### src/rtl/dps_pkg.sv
package dps_pkg;

    localparam int NPINS = 5;
    localparam int CFG_W = 3;
    localparam int MODE_W = 2;

    // Pad roles by index
    localparam int PIN_MSEL = 0;
    localparam int PIN_DCLK = 1;
    localparam int PIN_DIN  = 2;
    localparam int PIN_DOUT = 3;
    localparam int PIN_TRST = 4;

    typedef enum logic [1:0] {
        OS_RESET,
        OS_FULL,
        OS_WIRE,
        OS_FREE
    } own_state_e;

    localparam logic [CFG_W-1:0] CFG_WIRE = 3'b010;
    localparam logic [CFG_W-1:0] CFG_FREE = 3'b100;

    localparam logic [MODE_W-1:0] GM_FLOAT  = 2'b00;
    localparam logic [MODE_W-1:0] GM_PULLUP = 2'b01;
    localparam logic [MODE_W-1:0] GM_PULLDN = 2'b10;
    localparam logic [MODE_W-1:0] GM_DRIVE  = 2'b11;

    localparam logic [NPINS-1:0] MASK_ALL  = {NPINS{1'b1}};
    localparam logic [NPINS-1:0] MASK_NONE = '0;
    localparam logic [NPINS-1:0] MASK_WIRE =
        NPINS'((1 << PIN_MSEL) | (1 << PIN_DCLK));

    // Level shown to debug logic for a pad it does not own
    localparam logic [NPINS-1:0] IDLE_LEVEL =
        NPINS'((1 << PIN_MSEL) | (1 << PIN_DIN) | (1 << PIN_TRST));

endpackage

### src/rtl/dps_own_fsm.sv
module dps_own_fsm
    import dps_pkg::*;
(
    input  logic                   clk,
    input  logic                   rst_n,
    input  logic                   cfg_wr_en,
    input  logic [CFG_W-1:0]       cfg_wr_data,
    output logic [NPINS-1:0]       own_mask,
    output logic                   wire_mode
);

    own_state_e state_q;
    own_state_e state_d;

    // State register
    always_ff @(posedge clk or negedge rst_n) begin
        if (!rst_n) begin
            state_q <= OS_RESET;
        end else begin
            state_q <= state_d;
        end
    end

    // Transitions
    always_comb begin
        state_d = state_q;
        unique case (state_q)
            OS_RESET: state_d = OS_FULL;
            OS_FULL:  state_d = OS_FULL;
            OS_WIRE:  state_d = OS_WIRE;
            OS_FREE:  state_d = OS_FREE;
        endcase
        if (cfg_wr_en) begin
            if (cfg_wr_data == CFG_WIRE) begin
                state_d = OS_WIRE;
            end else if (cfg_wr_data == CFG_FREE) begin
                state_d = OS_FREE;
            end else begin
                state_d = OS_FULL;
            end
        end
    end

    // Outputs
    always_comb begin
        own_mask  = MASK_ALL;
        wire_mode = 1'b0;
        unique case (state_q)
            OS_RESET: begin
                own_mask  = MASK_ALL;
                wire_mode = 1'b0;
            end
            OS_FULL: begin
                own_mask  = MASK_ALL;
                wire_mode = 1'b0;
            end
            OS_WIRE: begin
                own_mask  = MASK_WIRE;
                wire_mode = 1'b1;
            end
            OS_FREE: begin
                own_mask  = MASK_NONE;
                wire_mode = 1'b0;
            end
        endcase
    end

endmodule

### src/rtl/dps_gpio_shadow.sv
module dps_gpio_shadow
    import dps_pkg::*;
#(
    parameter int N = NPINS
) (
    input  logic                         clk,
    input  logic                         rst_n,
    input  logic [N-1:0]                 wr_en,
    input  logic [MODE_W-1:0]            mode_wr,
    input  logic                         out_wr,
    output logic [N-1:0][MODE_W-1:0]     mode_q,
    output logic [N-1:0]                 out_q
);

    for (genvar p = 0; p < N; p++) begin : g_pin
        always_ff @(posedge clk or negedge rst_n) begin
            if (!rst_n) begin
                mode_q[p] <= GM_FLOAT;
                out_q[p]  <= 1'b0;
            end else if (wr_en[p]) begin
                mode_q[p] <= mode_wr;
                out_q[p]  <= out_wr;
            end
        end
    end

endmodule

### src/rtl/dps_pad_mux.sv
module dps_pad_mux
    import dps_pkg::*;
(
    input  logic [NPINS-1:0]             own_mask,
    input  logic                         wire_mode,
    input  logic [NPINS-1:0][MODE_W-1:0] mode_q,
    input  logic [NPINS-1:0]             out_q,
    input  logic                         dbg_dout,
    input  logic                         dbg_dout_oe,
    input  logic                         dbg_swd_o,
    input  logic                         dbg_swd_oe,
    input  logic [NPINS-1:0]             pad_i,
    output logic [NPINS-1:0]             pad_oe,
    output logic [NPINS-1:0]             pad_o,
    output logic [NPINS-1:0]             pad_pu,
    output logic [NPINS-1:0]             pad_pd,
    output logic [NPINS-1:0]             dbg_in,
    output logic [NPINS-1:0]             gpio_in
);

    for (genvar p = 0; p < NPINS; p++) begin : g_pin
        logic d_oe, d_o, d_pu, d_pd;
        logic g_oe, g_o, g_pu, g_pd;

        // Debug-side defaults per pad role
        if (p == PIN_MSEL) begin : g_msel
            always_comb begin
                d_oe = wire_mode & dbg_swd_oe;
                d_o  = wire_mode & dbg_swd_o;
                d_pu = 1'b1;
                d_pd = 1'b0;
            end
        end else if (p == PIN_DCLK) begin : g_dclk
            always_comb begin
                d_oe = 1'b0;
                d_o  = 1'b0;
                d_pu = 1'b0;
                d_pd = 1'b1;
            end
        end else if (p == PIN_DOUT) begin : g_dout
            always_comb begin
                d_oe = dbg_dout_oe;
                d_o  = dbg_dout;
                d_pu = 1'b0;
                d_pd = 1'b0;
            end
        end else begin : g_pullup
            always_comb begin
                d_oe = 1'b0;
                d_o  = 1'b0;
                d_pu = 1'b1;
                d_pd = 1'b0;
            end
        end

        // GPIO-side decode of the stored setting
        always_comb begin
            g_oe = (mode_q[p] == GM_DRIVE);
            g_o  = (mode_q[p] == GM_DRIVE) & out_q[p];
            g_pu = (mode_q[p] == GM_PULLUP);
            g_pd = (mode_q[p] == GM_PULLDN);
        end

        assign pad_oe[p]  = own_mask[p] ? d_oe : g_oe;
        assign pad_o[p]   = own_mask[p] ? d_o  : g_o;
        assign pad_pu[p]  = own_mask[p] ? d_pu : g_pu;
        assign pad_pd[p]  = own_mask[p] ? d_pd : g_pd;
        assign dbg_in[p]  = own_mask[p] ? pad_i[p] : IDLE_LEVEL[p];
        assign gpio_in[p] = own_mask[p] ? 1'b0 : pad_i[p];
    end

endmodule

### src/rtl/dbg_pin_share_ctrl.sv
module dbg_pin_share_ctrl
    import dps_pkg::*;
(
    input  logic                 clk,
    input  logic                 rst_n,
    input  logic                 cfg_wr_en,
    input  logic [CFG_W-1:0]     cfg_wr_data,
    input  logic [NPINS-1:0]     gpio_wr_en,
    input  logic [MODE_W-1:0]    gpio_mode_wr,
    input  logic                 gpio_out_wr,
    input  logic                 dbg_dout,
    input  logic                 dbg_dout_oe,
    input  logic                 dbg_swd_o,
    input  logic                 dbg_swd_oe,
    input  logic [NPINS-1:0]     pad_i,
    output logic [NPINS-1:0]     pad_oe,
    output logic [NPINS-1:0]     pad_o,
    output logic [NPINS-1:0]     pad_pu,
    output logic [NPINS-1:0]     pad_pd,
    output logic [NPINS-1:0]     dbg_in,
    output logic [NPINS-1:0]     gpio_in
);

    logic [NPINS-1:0]             own_mask;
    logic                         wire_mode;
    logic [NPINS-1:0][MODE_W-1:0] mode_q;
    logic [NPINS-1:0]             out_q;

    dps_own_fsm u_fsm (
        .clk         (clk),
        .rst_n       (rst_n),
        .cfg_wr_en   (cfg_wr_en),
        .cfg_wr_data (cfg_wr_data),
        .own_mask    (own_mask),
        .wire_mode   (wire_mode)
    );

    dps_gpio_shadow #(.N(NPINS)) u_shadow (
        .clk     (clk),
        .rst_n   (rst_n),
        .wr_en   (gpio_wr_en),
        .mode_wr (gpio_mode_wr),
        .out_wr  (gpio_out_wr),
        .mode_q  (mode_q),
        .out_q   (out_q)
    );

    dps_pad_mux u_mux (
        .own_mask    (own_mask),
        .wire_mode   (wire_mode),
        .mode_q      (mode_q),
        .out_q       (out_q),
        .dbg_dout    (dbg_dout),
        .dbg_dout_oe (dbg_dout_oe),
        .dbg_swd_o   (dbg_swd_o),
        .dbg_swd_oe  (dbg_swd_oe),
        .pad_i       (pad_i),
        .pad_oe      (pad_oe),
        .pad_o       (pad_o),
        .pad_pu      (pad_pu),
        .pad_pd      (pad_pd),
        .dbg_in      (dbg_in),
        .gpio_in     (gpio_in)
    );

endmodule

### config.mk
export PLATFORM = sky130hd
export DESIGN_NAME = dbg_pin_share_ctrl
export DESIGN_NICKNAME = d
export VERILOG_FILES = /design/src/rtl/dps_pkg.sv /design/src/rtl/dps_own_fsm.sv /design/src/rtl/dps_gpio_shadow.sv /design/src/rtl/dps_pad_mux.sv /design/src/rtl/dbg_pin_share_ctrl.sv
export SDC_FILE = /design/constraint.sdc
export NUM_CORES = 1
export LEC_CHECK = 0
export BUFFER_PORTS_ARGS = -buffer_cell sky130_fd_sc_hd__buf_2
export CAP_MARGIN = 10
export CORE_ASPECT_RATIO = 1.2
export CORE_MARGIN = 5
export CORE_UTILIZATION = 45
export CTS_BUF_LIST = sky130_fd_sc_hd__clkbuf_4 sky130_fd_sc_hd__clkbuf_8 sky130_fd_sc_hd__clkbuf_16
export DETAILED_ROUTE_END_ITERATION = 7
export PLACE_DENSITY = 0.82
export RECOVER_POWER = 100
export REMOVE_ABC_BUFFERS = 1
export SYNTH_ARGS = -nofsm -noshare
export SYNTH_HDL_FRONTEND = slang
export SYNTH_SLANG_ARGS = --single-unit
### constraint.sdc
create_clock -name clk -period 3 [get_ports clk]
set_input_delay 0.6 -clock clk [delete_from_list [all_inputs] [get_ports clk]]
set_output_delay 0.6 -clock clk [all_outputs]
set_load 0.01 [all_outputs]
==> impl.org <==
** Placed design
- Dpl cells :: 159
- At the end of routability-driven placement, the weighted congestion stood at 0.721.
- PortBufs :: 52
- Placed Instance Area :: 0.00117 mm^2
- HPWL after detailed placement :: 1730 um

** Clock network
- CTS tree :: yes
- Postcts setup bufs :: 0
- Clock latency reported for the late side of the worst-skew pair :: 0.29 ns
- Count of hold buffers inserted by post-cts repair :: 0
- The cell sitting at the root of the clock tree is a sky130_fd_sc_hd__clkbuf_4.
- Clock Sinks :: 17
- Maximum clock path buffer count :: 2
- Resize count post-CTS :: 0
- In this run the number of H-tree levels came out at 1.
- Number of buffers created by CTS :: 3
- Clock-pin slew was measured on the worst setup and hold paths at 0.10 ns.

** Yosys
- For this run, the leading register cell type out of synthesis is sky130_fd_sc_hd__dfrtp_1.
- The synthesized design contains 17 register bits.
- In the synthesized netlist, the number of instances is 90.
- Counting flops with a built-in enable in the synthesized netlist gives 0.
- Number of warnings issued by yosys :: 0
- Commonest cells post-synth :: sky130_fd_sc_hd__dfrtp_1, sky130_fd_sc_hd__mux2_2, sky130_fd_sc_hd__o21ai_0, sky130_fd_sc_hd__and3_1
- Share of Yosys cell area claimed by the top area cell type :: 47.4%
- Share of synthesized flip-flops with an asynchronous set or reset :: 100%
- Summing the sequential cell areas from Yosys gives 47.4% of the chip area.
- Yosys attributes the largest share of cell area to sky130_fd_sc_hd__dfrtp_1, sky130_fd_sc_hd__mux2_2, sky130_fd_sc_hd__o21ai_0.
- The number of different library cells used by synthesis comes to 24.
- The average instance in the mapped netlist occupies 9.97 um^2.
- The cell area that synthesis handed to floorplanning was 897 um^2.
- Cell taking the most area after synthesis :: sky130_fd_sc_hd__dfrtp_1
- Leading cell type by number of instances after synthesis :: sky130_fd_sc_hd__dfrtp_1

** Cells and area
- Of the cells placed in the final design, the portion with a size suffix greater than 1 is 25.0%.
- The area growth from synthesis to layout is 28.2%.
- Non-filler cells, final :: 163
- Antenna cells :: 0
- With fillers left out, the area of the finished cells amounts to 0.00115 mm^2.
- Final #Nets :: 168

** Floorplan
- Vertical die dimension :: 58.9 um
- Starting Density :: 47.9%
- After floorplanning, the core was divided into 17 placement rows.
- Measured along the x axis, the die boundary spans 50.8 um.
- The floorplan step defined a core boundary enclosing 0.00187 mm^2.
- The die covers 0.00299 mm^2.
- In this run the count of I/O pins placed on the die edge is 53.

** STA
- Achievable frequency :: 433 MHz
- The number of slew-limit violations in the final report came to 0.
- Worst hold margin :: 0.389 ns
- Final clock period utilization by the worst path :: 77.0%
- Setup repair after global routing left no endpoint under its margin.
- Sum of negative setup slack :: 0 ns
- Clock period minus worst slack :: 2.31 ns
- Setup violations remaining at the end of the flow were counted as 0.
- Headroom to the max-slew limit came out at 41.7%.
- Clk_skew :: 0.000224 ns
- Number of failing hold endpoints at the final stage :: 0
- At the pin with the least slew margin, the transition time is 0.875 ns.

** Outcome
- Run status :: finished, final reports clean

** Setup path
- Ordered list of cells on the worst path :: and2_0 -> and4_1 -> clkbuf_1
- Crit path required time :: 2.40 ns
- STA classifies the critical path endpoint as an output port.
- The setup path with the least slack is of type reg -> out.
- CP peak stage delay :: 0.70 ns
- Worst setup SP type :: flip-flop
- R2R Setup Slk :: 1.85 ns
- At the worst endpoint, the arrival time is 1.71 ns.
- Among all stages on the critical path, the largest delay is contributed by sky130_fd_sc_hd__dfrtp_1.
- Biggest fanout along the worst timing path :: 23

** Drt
- The routed layout has 862 vias.
- Antenna Nets Post-Route :: 0
- The pre-antenna-repair detailed-routing pass consisted of 4 iterations.
- Average wire per standard cell :: 13.4 um
- In the routed layout, each cell is associated on average with a via count of 5.29.
- DRT iter0 DRCs :: 7
- Summed over all layers, the routed wires come to 2180 um.
- DRC errors left :: 0

** Worst hold path
- Hold Crit Class :: in -> async

** Global routing
- Entering global routing, the biggest net connects 24 pins.
- Total overflow reported by the global router :: 0
- Vias in the first global route :: 844
- Global routing met3 resource utilization :: 3.29%
- Highest-utilization routing layer at the global route stage :: met2
- The first global-routing pass estimated 3600 um of wire.
- GR met2 Demand/Resource :: 26.2%
- Global routing used 15.3% of the available tracks.
- Antenna violations before repair :: 0
- Global routing used 17.7% of the available met1 tracks.

** Flow run
- The tool flagged a number of max-cap violations equal to 0.

** Pwr
- Dividing total power by cell area gives a power density of 438 mW/mm^2.
- Leakage dissipation :: 0.533 nW
- The design draws 0.000504 W.
- Worst vdd rail ir drop :: 0.308 mV
layout by cell type, fill, tap and decap left out, drive strengths merged, types with 2 or more instances in the layout:
cell	synthesis	routed
clkbuf	0	36
buf	2	19
dfrtp	17	17
mux2	11	11
o21ai	10	10
and3	9	9
inv	7	7
and2	7	7
nand2	6	6
nand2b	4	4
nand4	2	2
a21oi	2	2
or2	2	2
nand3	2	2
nor3b	2	2
nor2	2	2
layout make-up:
cell class / count / area (um^2)
fillers: 181 / 722
multi-input cells: 64 / 428
flip-flops and latches: 17 / 425
repair buffers: 52 / 219
inverters: 7 / 26.3
well taps: 19 / 23.8
clock buffers: 3 / 22.5
clock inverters: 1 / 5.00
layer usage:
metal	wire [um]	part of all wire [%]	up-vias
met5	0	0	-
met4	45	2.1	0
met3	149	6.8	5
met2	1170	53	26
met1	820	38	414
li1	-	-	417
power breakdown:
group	total (W)	internal, W	switching [W]
combinational	0.000109	0.0000505	0.0000588
sequential	0.000272	0.000250	0.0000221
clock	0.000122	0.0000497	0.0000727
stage by stage:
stage	setup slack, ns	util [%]
3_3_place_gp	1.19	62.6
6_report	0.689	61.4
5_1_grt	0.524	61.4
4_1_cts	0.781	64.0
3_5_place_dp	1.12	62.6
2_1_floorplan	1.38	-
cell families after synthesis:
group	count (synthesis)	share of synthesized area [%]
buffers and inverters	9	4.04
AND/OR/NAND/NOR	38	25.7
AO/OA/AOI/OAI	14	8.09
flip-flops	17	47.4
XOR/XNOR	1	0.976
multiplexers	11	13.8
path summary, 6_finish.rpt:
kind	start	end	depth (start not counted)
max	u_fsm.state_q[1]$_DFF_PN0_	pad_o[1]	3
min	rst_n	u_shadow.out_q[3]$_DFFE_PN0P_	1
max reg2reg	u_fsm.state_q[1]$_DFF_PN0_	u_fsm.state_q[1]$_DFF_PN0_	2
min reg2reg	u_shadow.out_q[4]$_DFFE_PN0P_	u_shadow.out_q[4]$_DFFE_PN0P_	1
max in group asynchronous	rst_n	u_shadow.out_q[4]$_DFFE_PN0P_	1
min in group clk	u_shadow.out_q[4]$_DFFE_PN0P_	u_shadow.out_q[4]$_DFFE_PN0P_	1
worst max-delay path, delay by kind of cell, from the launching register on:
kind | cells | cell delay (ns)
DFF | 1 | 0.70
and+or+nand+nor | 2 | 0.57
buffers and inverters | 1 | 0.15
state kept, by name, summed over array words and instances, names as in the netlist:
| signal | count |
|---|---|
| u_fsm.state_q | 2 |
| u_shadow.mode_q | 10 |
| u_shadow.out_q | 5 |
No activity file was read; power rests on OpenSTA's default activity.
